`src/rtl/wih_pkg.sv`:
```
package wih_pkg;
    localparam int unsigned REG_W  = 8;
    localparam int unsigned NSRC   = 5;
    localparam int unsigned VEC_W  = 11;
    localparam int unsigned SRC_W  = $clog2(NSRC);
    localparam logic [REG_W-1:0] LIVE_MASK = 8'h97;

    typedef enum logic [SRC_W-1:0] {
        SRC_DIV  = 3'd0,
        SRC_TM0  = 3'd1,
        SRC_PORT = 3'd2,
        SRC_PIN  = 3'd3,
        SRC_TM1  = 3'd4
    } src_e;

    typedef struct packed {
        logic             valid;
        logic [SRC_W-1:0] src;
        logic [VEC_W-1:0] vec;
    } grant_t;

    // register bit position owned by source index s
    function automatic int unsigned src_pos(input int unsigned s);
        case (s)
            0: return 0;
            1: return 1;
            2: return 2;
            3: return 4;
            default: return 7;
        endcase
    endfunction

    // vector address: four words per bit position, starting after word 0
    function automatic logic [VEC_W-1:0] src_vector(input int unsigned s);
        return VEC_W'((src_pos(s) + 1) * 4);
    endfunction
endpackage

```
`src/rtl/wih_mask_reg.sv`:
```
module wih_mask_reg
    import wih_pkg::*;
(
    input  logic             clk,
    input  logic             rst,
    input  logic             wr,
    input  logic [REG_W-1:0] wdata,
    output logic [REG_W-1:0] q
);
    always_ff @(posedge clk) begin
        if (rst)
            q <= '0;
        else if (wr)
            q <= wdata & LIVE_MASK;
    end
endmodule

```
`src/rtl/wih_evt_reg.sv`:
```
module wih_evt_reg
    import wih_pkg::*;
(
    input  logic             clk,
    input  logic             rst,
    input  logic [NSRC-1:0]  set_pulse,
    input  logic             clr_en,
    input  logic [REG_W-1:0] clr_mask,
    input  logic             ack_en,
    input  logic [SRC_W-1:0] ack_src,
    output logic [REG_W-1:0] evt_q
);
    logic [REG_W-1:0] set_vec;
    logic [REG_W-1:0] ack_vec;
    logic [REG_W-1:0] drop_vec;

    always_comb begin
        set_vec = '0;
        ack_vec = '0;
        for (int unsigned s = 0; s < NSRC; s++) begin
            set_vec[src_pos(s)] = set_pulse[s];
            if (ack_en && (ack_src == SRC_W'(s)))
                ack_vec[src_pos(s)] = 1'b1;
        end
        drop_vec = (clr_en ? clr_mask : '0) | ack_vec;
    end

    for (genvar b = 0; b < REG_W; b++) begin : g_bit
        if (LIVE_MASK[b]) begin : g_live
            always_ff @(posedge clk) begin
                if (rst)
                    evt_q[b] <= 1'b0;
                else if (set_vec[b])
                    evt_q[b] <= 1'b1;
                else if (drop_vec[b])
                    evt_q[b] <= 1'b0;
            end
        end else begin : g_rsv
            assign evt_q[b] = 1'b0;
        end
    end

    AST_SET_WINS: assert property (@(posedge clk) disable iff (rst)
        (|set_vec) |=> ((evt_q & $past(set_vec)) == $past(set_vec)));
    AST_CLR_MASK: assert property (@(posedge clk) disable iff (rst)
        clr_en |=> ((evt_q & $past(clr_mask & ~set_vec)) == '0));
    AST_ACK_ONE: assert property (@(posedge clk) disable iff (rst)
        (ack_en && !clr_en && !(|set_vec)) |=>
            ($countones($past(evt_q) ^ evt_q) <= 1));
endmodule

```
`src/rtl/wih_prio.sv`:
```
module wih_prio
    import wih_pkg::*;
(
    input  logic [REG_W-1:0] pend,
    output grant_t           grant
);
    always_comb begin
        grant = '0;
        for (int s = NSRC - 1; s >= 0; s--) begin
            if (pend[src_pos(s)]) begin
                grant.valid = 1'b1;
                grant.src   = SRC_W'(s);
                grant.vec   = src_vector(s);
            end
        end
    end
endmodule

```
`src/rtl/wih_hold.sv`:
```
module wih_hold
    import wih_pkg::*;
(
    input  logic             clk,
    input  logic             rst,
    input  logic             hold_req,
    input  logic [REG_W-1:0] rcf,
    output logic             hold_active
);
    always_ff @(posedge clk) begin
        if (rst)
            hold_active <= 1'b0;
        else if (|rcf)
            hold_active <= 1'b0;
        else if (hold_req)
            hold_active <= 1'b1;
    end

    AST_HOLD_REFUSED: assert property (@(posedge clk) disable iff (rst)
        (hold_req && (|rcf)) |=> !hold_active);
    AST_HOLD_ENTER: assert property (@(posedge clk) disable iff (rst)
        (hold_req && !(|rcf)) |=> hold_active);
endmodule

```
`src/rtl/wake_irq_hub.sv`:
```
module wake_irq_hub
    import wih_pkg::*;
#(
    parameter int unsigned PORT_W = 4
) (
    input  logic              clk,
    input  logic              rst,
    input  logic [NSRC-1:0]   evt_pulse,
    input  logic [PORT_W-1:0] port_en,
    input  logic [REG_W-1:0]  reg_wdata,
    input  logic              ien_wr,
    input  logic              hen_wr,
    input  logic              evt_clr,
    input  logic              gie_set,
    input  logic              gie_clr,
    input  logic              irq_ack,
    input  logic              hold_req,
    output logic              irq_req,
    output logic [VEC_W-1:0]  irq_vec,
    output logic [REG_W-1:0]  evt_q,
    output logic [REG_W-1:0]  ien_q,
    output logic [REG_W-1:0]  hen_q,
    output logic [REG_W-1:0]  rcf_q,
    output logic              hold_active
);
    localparam int unsigned PORT_POS = src_pos(SRC_PORT);

    logic             gie_q;
    logic [REG_W-1:0] pend;
    logic [REG_W-1:0] port_gate;
    grant_t           grant;
    logic             accept;

    wih_mask_reg i_ien (
        .clk(clk), .rst(rst), .wr(ien_wr), .wdata(reg_wdata), .q(ien_q)
    );
    wih_mask_reg i_hen (
        .clk(clk), .rst(rst), .wr(hen_wr), .wdata(reg_wdata), .q(hen_q)
    );

    wih_evt_reg i_evt (
        .clk(clk), .rst(rst),
        .set_pulse(evt_pulse),
        .clr_en(evt_clr), .clr_mask(reg_wdata),
        .ack_en(accept), .ack_src(grant.src),
        .evt_q(evt_q)
    );

    always_comb begin
        port_gate           = '1;
        port_gate[PORT_POS] = |port_en;
        pend                = evt_q & ien_q & port_gate;
    end

    wih_prio i_prio (.pend(pend), .grant(grant));

    assign irq_req = gie_q & grant.valid;
    assign irq_vec = grant.vec;
    assign accept  = irq_req & irq_ack;
    assign rcf_q   = evt_q & hen_q;

    always_ff @(posedge clk) begin
        if (rst)
            gie_q <= 1'b0;
        else if (gie_clr || accept)
            gie_q <= 1'b0;
        else if (gie_set || ien_wr)
            gie_q <= 1'b1;
    end

    wih_hold i_hold (
        .clk(clk), .rst(rst), .hold_req(hold_req), .rcf(rcf_q),
        .hold_active(hold_active)
    );

    AST_ACK_INHIBIT: assert property (@(posedge clk) disable iff (rst)
        accept |=> !irq_req);
    AST_REQ_NEEDS_EN: assert property (@(posedge clk) disable iff (rst)
        irq_req |-> (|(evt_q & ien_q)));
    AST_RELEASE: assert property (@(posedge clk) disable iff (rst)
        (|rcf_q) |=> !hold_active);
    AST_DISABLE: assert property (@(posedge clk) disable iff (rst)
        gie_clr |=> !irq_req);
endmodule

```
`config.mk`:
```
export PLATFORM = sky130hd
export DESIGN_NAME = wake_irq_hub
export DESIGN_NICKNAME = d
export VERILOG_FILES = /design/src/rtl/wih_pkg.sv /design/src/rtl/wih_mask_reg.sv /design/src/rtl/wih_evt_reg.sv /design/src/rtl/wih_prio.sv /design/src/rtl/wih_hold.sv /design/src/rtl/wake_irq_hub.sv
export SDC_FILE = /design/constraint.sdc
export NUM_CORES = 1
export LEC_CHECK = 0
export BUFFER_PORTS_ARGS = -buffer_cell sky130_fd_sc_hd__buf_2
export CAP_MARGIN = 20
export CORE_MARGIN = 2
export CORE_UTILIZATION = 39
export CTS_CLUSTER_SIZE = 28
export DETAILED_ROUTE_END_ITERATION = 16
export PLACE_DENSITY = 0.79
export SLEW_MARGIN = 20
export SYNTH_ARGS = -nofsm -noshare
export SYNTH_HDL_FRONTEND = slang
export SYNTH_SLANG_ARGS = --single-unit
```
`constraint.sdc`:
```
create_clock -name clk -period 1.3 [get_ports clk]
set_input_delay 0.26 -clock clk [delete_from_list [all_inputs] [get_ports clk]]
set_output_delay 0.26 -clock clk [all_outputs]
set_load 0.01 [all_outputs]
```
==> run_results.csv <==
group,metric,value,unit
routing,vias,975,
synthesis,syn_area_per_cell,8.35,um^2
setup_path,path_cells,"a22oi_2 -> o21ai_2 -> buf_4 -> nor2_2 -> buf_2",
clocking,cts_made_buffers,3,
synthesis,synthesis.area,935,um^2
global_route,grt_use_total,18.4,%
setup_path,crit_family,"compound AO/OA/AOI/OAI gates",
synthesis,synth_most_common_cell,"buf_4",
setup_path,path_buf_inv,2,
sta,post-route-worst-setup-slack,-0.339,ns
clocking,path_clk_slew,0.10,ns
routing,routedWlPerCell,13.5,um
sta,setup_viol,6,
finish,antenna_cells,0,
global_route,grt_pass1_vias,857,
synthesis,netlist_instances,112,
die,coreArea,0.00223,mm^2
die,rows,17,
die,fp.dieW,53.0,um
die,start_util,41.8,%
placed_design,hpwlAfterDp,1950,um
global_route,grt_pass1_wl,3750,um
outcome,status,"finished with violations",
die,die_y,53.0,um
clocking,insertion_delay,0.29,ns
setup_path,path_class,"flip-flop to output port",
setup_path,path_max_fanout,3,
placed_design,io_buffers,48,
clocking,cts_root_buffer,"clkbuf_4",
die,die-area,0.00280,mm^2
synthesis,async_reset_ff_share,0,%
finish,nets,196,
synthesis,yosys-top-cells-area,"dfxtp_1, buf_4, mux2i_1",
routing,route.detailed.vias_per_inst,4.95,
setup_path,required,1.04,ns
global_route,grt_max_degree,18,
setup_path,critPathCaptureType,"output port",
power_and_ir_drop,power.density,884,mW/mm^2
finish,final_cells,197,
clocking,clock_sinks,17,
clocking,htreeDepth,1,
sta,final_max_slew_viol_count,0,
synthesis,synth_edf_count,0,
placed_design,dp.cells,190,
routing,drtPass1Iterations,4,
die,ioPinCount,71,
routing,final_antenna_net_count,0,
global_route,antenna_found_initial,0,
routing,drcViolationCount,0,
placed_design,gp_congestion,0.788,
sta,rsz0062_at_grt,"true",
synthesis,synth_ff_type,"dfxtp_1",
power_and_ir_drop,peakVddDrop,0.566,mV
sta,fin_crit,1.64,ns
setup_path,startpoint_type,"flip-flop",
synthesis,synthTopCellsByCount,"buf_4, dfxtp_1, nor2_1",
routing,drt-initial-drc-count,8,
synthesis,yosysSeqAreaShare,36.4,%
synthesis,yosys.area.top_type_share,36.4,%
synthesis,yosys_warnings,0,
power_and_ir_drop,leakage,0.702,nW
sta,hold_viol,0,
routing,wl,2660,um
synthesis,ys_types,27,
synthesis,synth_largest_area_cell,"dfxtp_1",
setup_path,critPathMaxStageDelay,0.34,ns
min_path,worstHoldPathType,"primary input to flip-flop",
clocking,cts_buffer_depth,2,
sta,final.period_utilization,126,%
finish,layout-drive-gt1-share,50.9,%
setup_path,crit_arrival,1.38,ns
sta,finalHoldWorstSlack,0.189,ns
run,max-cap-violations,0,
finish,area_delta_synth_final,43.6,%
sta,fin_skew,0.00246,ns
synthesis,synth_seq_cells,17,
setup_path,crit_path_top_delay_cell,"dfxtp_2",
sta,fmax,610,MHz
outcome,violations,"setup timing",
clocking,cts_tree,"done",
global_route,grt-ovfl-total,0,
flip-flops by register name (all words and copies together) (netlist names):
| register | cells |
|---|---|
| i_evt.evt_q | 5 |
| i_ien.q | 5 |
| i_hold.hold_active | 1 |
| i_hen.q | 5 |
| gie_q | 1 |
worst reg2reg max path, delay by kind of cell, from the launching register on:
kind / cells / cell delay (ns)
simple gates: 2 / 0.26
compound gates: 2 / 0.35
buf+inv: 2 / 0.27
flops: 1 / 0.34
what timing repair did:
item / CTS / global route
gates cloned: 0 / 0
pin swaps: 2 / 3
resized for setup: 20 / 18
setup endpoints to repair: 9 / 9
hold buffers: 0 / 0
buffers inserted: 0 / 4
per-layer routing:
metal  global-route usage [%]  wire length (um)  up-vias
met5                        0                 0        -
met4                     9.40                65        0
met3                     1.41               189        8
met2                     33.8              1350       52
met1                     21.0              1050      459
li1                         -                 -      456
path summary, 6_finish.rpt:
kind                                     endpoint  slack [ns]                             from  cells past startpoint
setup / recovery                       irq_vec[4]       -0.34      i_evt.evt_q[0]$_SDFFE_PP0P_                      5
hold / removal        i_evt.evt_q[1]$_SDFFE_PP0P_        0.19                     evt_pulse[1]                      3
setup reg to reg      i_evt.evt_q[4]$_SDFFE_PP0P_       -0.01      i_evt.evt_q[0]$_SDFFE_PP0P_                      6
hold reg to reg   i_hold.hold_active$_SDFFE_PP0P_        0.54  i_hold.hold_active$_SDFFE_PP0P_                      2
through the flow:
step                area (um^2)  total power [mW]  TNS, ns  utilization, %  setup slack, ns
global placement           1170             0.847   -0.466            52.4           -0.138
finish                     1340              1.19    -1.21            60.1           -0.339
global route               1340              1.24    -1.63            60.1           -0.425
detailed placement         1170             0.857   -0.631            52.4           -0.165
CTS                        1240              1.16    -1.05            55.7           -0.331
floorplan                  1000             0.773        0               -           0.0883
logic make-up (layout without fill, tap and decap cells):
kind of cell,Yosys count,in the layout,share of synthesized area [%]
muxes,10,10,10.7
and+or+nand+nor,45,45,23.7
DFF,17,17,36.4
buffers and inverters,25,64,17.8
AOI/OAI and AO/OA,14,14,11.0
other,1,19,0.401
power breakdown:
group	leakage, nW	internal, mW	switching, mW
Combinational	0.543	0.142	0.167
Clock	0.0150	0.119	0.169
Sequential	0.144	0.558	0.0313
Total	0.702	0.820	0.368
layout by cell type, fill, tap and decap left out, drive strengths merged, types with 3 or more instances in the layout:
| cell type | instances |
|---|---|
| buf | 58 |
| o21ai | 3 |
| nor3 | 4 |
| and2 | 6 |
| a21oi | 3 |
| dfxtp | 17 |
| clkbuf | 4 |
| conb | 19 |
| nand2 | 11 |
| mux2i | 10 |
| nor2 | 17 |
area by class of cell:
class	count	area, um^2
fill	201	891
multi-input combinational	88	548
timing repair buffer	58	372
sequential	17	354
tap	28	35.0
clock buffer	4	26.3
inverter	2	7.51
No activity file was read; power rests on OpenSTA's default activity.
